## config.mk

```make
export PLATFORM = sky130hd
export DESIGN_NAME = smp_ofs_fmt_top
export DESIGN_NICKNAME = d
export VERILOG_FILES = /design/src/rtl/smp_ofs_fmt_pkg.sv /design/src/rtl/smp_ofs_fmt_ctrl.sv /design/src/rtl/smp_ofs_fmt_dp.sv /design/src/rtl/smp_ofs_fmt_top.sv
export SDC_FILE = /design/constraint.sdc
export NUM_CORES = 1
export LEC_CHECK = 0
export ABC_CLOCK_PERIOD_IN_PS = 1600
export BUFFER_PORTS_ARGS = -buffer_cell sky130_fd_sc_hd__buf_2
export CORE_ASPECT_RATIO = 0.8
export CORE_UTILIZATION = 35
export CTS_CLUSTER_DIAMETER = 120
export DETAILED_ROUTE_END_ITERATION = 8
export SETUP_SLACK_MARGIN = 0.15
export SKIP_CTS_REPAIR_TIMING = 1
export SLEW_MARGIN = 40
export SYNTH_ARGS = -nofsm -noshare
export SYNTH_HDL_FRONTEND = slang
export SYNTH_SLANG_ARGS = --single-unit
export TNS_END_PERCENT = 5
```

## constraint.sdc

```tcl
create_clock -name clk -period 1.6 [get_ports clk]
set_clock_uncertainty 0.2 [all_clocks]
set_input_delay 0.08 -clock clk [delete_from_list [all_inputs] [get_ports clk]]
set_output_delay 0.08 -clock clk [all_outputs]
set_load 0.02 [all_outputs]
```

## src/rtl/smp_ofs_fmt_pkg.sv

```systemverilog
package smp_ofs_fmt_pkg;
  localparam int SAMPLE_W = 14;

  typedef struct packed {
    logic capture;
    logic subEn;
    logic twosOut;
  } dpStrobes_t;
endpackage

```

## src/rtl/smp_ofs_fmt_ctrl.sv

```systemverilog
module smp_ofs_fmt_ctrl
  import smp_ofs_fmt_pkg::*;
(
  input  logic       inValid,
  input  logic       cfgOffsetBypass,
  input  logic       cfgTwosComp,
  output dpStrobes_t strobes
);
  // Control is only meaningful alongside a valid sample.
  always_comb begin
    strobes.capture = inValid;
    strobes.subEn   = inValid & ~cfgOffsetBypass;
    strobes.twosOut = inValid & cfgTwosComp;
  end
endmodule

```

## src/rtl/smp_ofs_fmt_dp.sv

```systemverilog
module smp_ofs_fmt_dp
  import smp_ofs_fmt_pkg::*;
#(
  parameter int W = SAMPLE_W
) (
  input  logic         clk,
  input  logic         rst_n,
  input  dpStrobes_t   strobes,
  input  logic [W-1:0] inSample,
  input  logic         inOverRange,
  input  logic [W-1:0] cfgOffset,
  output logic         outValid,
  output logic [W-1:0] outData,
  output logic         outOverRange
);
  localparam int EXT_W = W + 1;

  logic [W-1:0]     sampleSigned;
  logic [W-1:0]     offsetSigned;
  logic [EXT_W-1:0] diffExt;
  logic             ovfPos;
  logic             ovfNeg;
  logic [W-1:0]     corrected;
  logic [W-1:0]     formatted;

  always_comb begin
    // straight binary to signed: flip the sign bit
    sampleSigned = {~inSample[W-1], inSample[W-2:0]};
    offsetSigned = strobes.twosOut ? cfgOffset : {~cfgOffset[W-1], cfgOffset[W-2:0]};
    diffExt = {sampleSigned[W-1], sampleSigned} - {offsetSigned[W-1], offsetSigned};
    ovfPos = strobes.subEn & ~diffExt[EXT_W-1] & diffExt[W-1];
    ovfNeg = strobes.subEn & diffExt[EXT_W-1] & ~diffExt[W-1];
    if (!strobes.subEn)   corrected = sampleSigned;
    else if (ovfPos)      corrected = {1'b0, {(W-1){1'b1}}};
    else if (ovfNeg)      corrected = {1'b1, {(W-1){1'b0}}};
    else                  corrected = diffExt[W-1:0];
    formatted = strobes.twosOut ? corrected : {~corrected[W-1], corrected[W-2:0]};
  end

  always_ff @(posedge clk or negedge rst_n) begin
    if (!rst_n) begin
      outValid     <= 1'b0;
      outData      <= '0;
      outOverRange <= 1'b0;
    end else begin
      outValid <= strobes.capture;
      if (strobes.capture) begin
        outData      <= formatted;
        outOverRange <= inOverRange | ovfPos | ovfNeg;
      end
    end
  end

  AST_VALID_FOLLOWS: assert property (@(posedge clk) disable iff (!rst_n)
    strobes.capture |=> outValid);
  AST_IDLE_FOLLOWS: assert property (@(posedge clk) disable iff (!rst_n)
    !strobes.capture |=> !outValid);
  AST_HOLD_IDLE: assert property (@(posedge clk) disable iff (!rst_n)
    !strobes.capture |=> ($stable(outData) && $stable(outOverRange)));
  AST_BYPASS_BIN: assert property (@(posedge clk) disable iff (!rst_n)
    (strobes.capture && !strobes.subEn && !strobes.twosOut) |=> outData == $past(inSample));
  AST_FLAG_CARRIED: assert property (@(posedge clk) disable iff (!rst_n)
    (strobes.capture && inOverRange) |=> outOverRange);
  AST_BYPASS_FLAG: assert property (@(posedge clk) disable iff (!rst_n)
    (strobes.capture && !strobes.subEn) |=> outOverRange == $past(inOverRange));
endmodule

```

## src/rtl/smp_ofs_fmt_top.sv

```systemverilog
module smp_ofs_fmt_top
  import smp_ofs_fmt_pkg::*;
(
  input  logic                clk,
  input  logic                rst_n,
  input  logic                inValid,
  input  logic [SAMPLE_W-1:0] inSample,
  input  logic                inOverRange,
  input  logic                cfgOffsetBypass,
  input  logic                cfgTwosComp,
  input  logic [SAMPLE_W-1:0] cfgOffset,
  output logic                outValid,
  output logic [SAMPLE_W-1:0] outData,
  output logic                outOverRange
);
  dpStrobes_t strobes;

  smp_ofs_fmt_ctrl ctrl_i (
    .inValid        (inValid),
    .cfgOffsetBypass(cfgOffsetBypass),
    .cfgTwosComp    (cfgTwosComp),
    .strobes        (strobes)
  );

  smp_ofs_fmt_dp #(.W(SAMPLE_W)) dp_i (
    .clk         (clk),
    .rst_n       (rst_n),
    .strobes     (strobes),
    .inSample    (inSample),
    .inOverRange (inOverRange),
    .cfgOffset   (cfgOffset),
    .outValid    (outValid),
    .outData     (outData),
    .outOverRange(outOverRange)
  );
endmodule

```

==> metrics.txt <==
setup violators final 15; period utilization 140%; Yosys top cell by area dfrtp_1; Initial Util a little under two fifths; Iteration-0 DRC Markers around 110; ys async rst share between 90% and 100%; Max VDD drop ~0.40 mV; number of synthesized register bits 16; Area Overhead vs Synth 62.0%; Bufs and invs on worst path 3; synth cell count leaders inv_1 (19), dfrtp_1 (16), ha_1 (14), nand2_1 (13); vias post-DR between 1,500 and 2,000; H-tree depth 1; Synth area leaders dfrtp_1 (25%), ha_1 (11%), xnor2_1 (5.0%); LEAKAGE 1.25 nW; synthesized net count around 230; Reg clk slew, reported paths 0.06 ns; wire per inst between 10 and 15 um; count leader, synth inv_1; kind of cell adding the most delay to the critical path compound AO/OA/AOI/OAI gates; n_diodes 0; slowest stage cell, crit path fa_2; RR Startpoint dp_i.outData[4]; fin worst setup slack -0.647 ns; Max Cap Violations 0; initial antenna violation count 0; Max-slew headroom between 60% and 70%; CP Launch Type primary input; Hold Fails Final Rpt 1; I/O pin count 50; fin nets 339; CTS tree done; share of layout cells above drive strength 1 around 48%; worst hold path class in2reg; Core Rows 21; Clock Tree Buf Depth 2; RSZ-0062 raised after global routing true; largest net degree at the start of global routing 19; Root Buffer Master clkbuf_8; GRT overflow 0; Critical Path End dp_i.outData[4]; Yosys cell types 44; Syn Inst Count about 180; Worst Setup SP inSample[0]; die width a little under 80 um; Logic pwr share ~55%; Fin Setup TNS -8.60 ns; port buffer count 49; sw frac 37.0%; Antenna Nets Post-Route 0; reg2reg setup slack between 0.5 and 0.6 ns; first-pass GRT wire length 7110 um; Psw roughly 0.72 mW; # DRC 0; Core Area 0.00426 mm^2; GRT Resource Usage Total between 10% and 20%; Initial DRT Pass Iterations 4; Post-Syn Area about 0.0016 mm^2; RD Place Congestion roughly 0.83; Clock Sinks 16; critical path arrival 2.18 ns; Post-synth EDFFs 0; vias in the first global route 1,535; final WL 4510 um; minimum clock period after layout 2.25 ns; Top FF cell, synth dfrtp_1; HPWL after detailed placement 3780 um; r2r endpoint dp_i.outData[4]; P_int 1.22 mW; Slew @ Worst Pin 0.452 ns; max-slew violations 0; status complete, but fails checks; critical path class in2reg; sequential power share 27.0%; worst hold slack -0.00435 ns; WP depth 11; PD cells between 700 and 800 mW/mm^2; Syn Area/Cell between 8 and 9 um^2; CP endpoint kind register; Synth top area share 25.5%; Critical Path RT approximately 1.5 ns; CP peak stage delay about 0.38 ns; failing checks hold timing, setup timing; Clock power frac a little under a fifth; via/cell ratio 5.00; die area roughly 0.0048 mm^2; Post-Place Worst Slack -0.987 ns; sequential area share after synthesis 25.5%; Die Y between 60 and 70 um; number of buffers created by CTS 3; Yosys warnings 0; clk_lat worst skew about 0.25 ns; crit path cell chain buf_6 -> inv_4 -> ha_4 -> inv_2 -> fa_2 -> a211oi_2 -> o21ai_2 -> a31oi_4 -> o31ai_4 -> maj3_2 -> a221o_1; FMAX 445 MHz; Crit Path Max Fanout 7; Worst Reg-to-Reg Cells 1
-- routing by layer --
metal	wire (um)	track usage, %	part of all wire (%)
met5	0	0	0
met2	1990	30.0	44
met3	194	1.46	4.3
met1	2260	28.3	50
met4	72	9.07	1.6
-- area by class of cell --
cell class | instances | area, um^2
multi-input combinational | 140 | 1190
fill | 396 | 1710
clock buffer | 4 | 55.1
tap | 57 | 71.3
timing repair buffer | 110 | 739
inverter | 19 | 86.3
sequential | 16 | 400
-- layout by cell type (no fill, tap or decap), types with 3 or more instances in the layout --
master and n:
buf_2 47, nand2_1 12, ha_1 8, a21o_1 5, maj3_2 4, ha_4 6
a21oi_1 6, dlygate4sd3_1 3, dfrtp_1 16, buf_4 55, buf_6 3, nand4_1 6
clkbuf_8 4, xor2_1 3, a221o_1 6, xnor2_1 9, o211ai_1 6, inv_1 16
nand2b_1 3, o21ai_0 7, nand3_1 6, and3_1 4, nor2_1 7, o21a_1 4
o21ai_2 3
-- flip-flops by register name, summed over array words and instances (netlist names) --
register / flops
dp_i.outOverRange: 1
dp_i.outData: 14
dp_i.outValid: 1
-- cells by family (layout without fill, tap and decap cells) --
group	Yosys count	after routing	share of synthesized area, %
mux	3	3	1.99
fa+ha+maj	19	19	15.3
compound gates	61	61	28.6
buf+inv	28	133	7.80
xor+xnor	12	12	6.69
simple gates	45	45	14.2
flops	16	16	25.5
-- worst min-delay path, cell delays in order --
cell and delay, ns:
buf_2 0.09, and3_1 0.14, a221o_1 0.10
-- worst min path at each step --
stage	to	depth (start not counted)	from	slack, ns
2_1_floorplan	dp_i.outData[0]	0	rst_n	-0.42
3_3_place_gp	dp_i.outData[10]	1	rst_n	-0.20
3_5_place_dp	dp_i.outData[10]	1	rst_n	-0.20
4_1_cts	dp_i.outData[10]	1	rst_n	-0.47
5_1_grt	dp_i.outData[2]	3	inSample[2]	0.03
6_report	dp_i.outData[2]	3	inSample[2]	-0.004
-- stage by stage --
| stage | std cells | power, mW | cell area [um^2] | utilization [%] | hold WS (ns) |
|---|---|---|---|---|---|
| after global routing | 346 | 2.09 | 2550 | 59.8 | 0.0254 |
| after floorplan | 184 | 1.15 | 1700 | - | -0.416 |
| final | 346 | 1.94 | 2550 | 59.8 | -0.00435 |
| after global placement | 334 | 1.51 | 2350 | 55.3 | -0.202 |
| after CTS | 338 | 1.88 | 2410 | 56.6 | -0.474 |
| after detailed placement | 334 | 1.52 | 2350 | 55.3 | -0.198 |
-- power by group through the flow --
stage / registers [mW] / clock network (mW) / logic, mW
floorplan: 0.624 / 0 / 0.526
global placement: 0.528 / 0 / 0.985
detailed placement: 0.526 / 0 / 0.997
CTS: 0.523 / 0.363 / 0.998
global route: 0.531 / 0.384 / 1.17
finish: 0.523 / 0.352 / 1.07
Note: power is estimated with default switching activity, not from simulation.
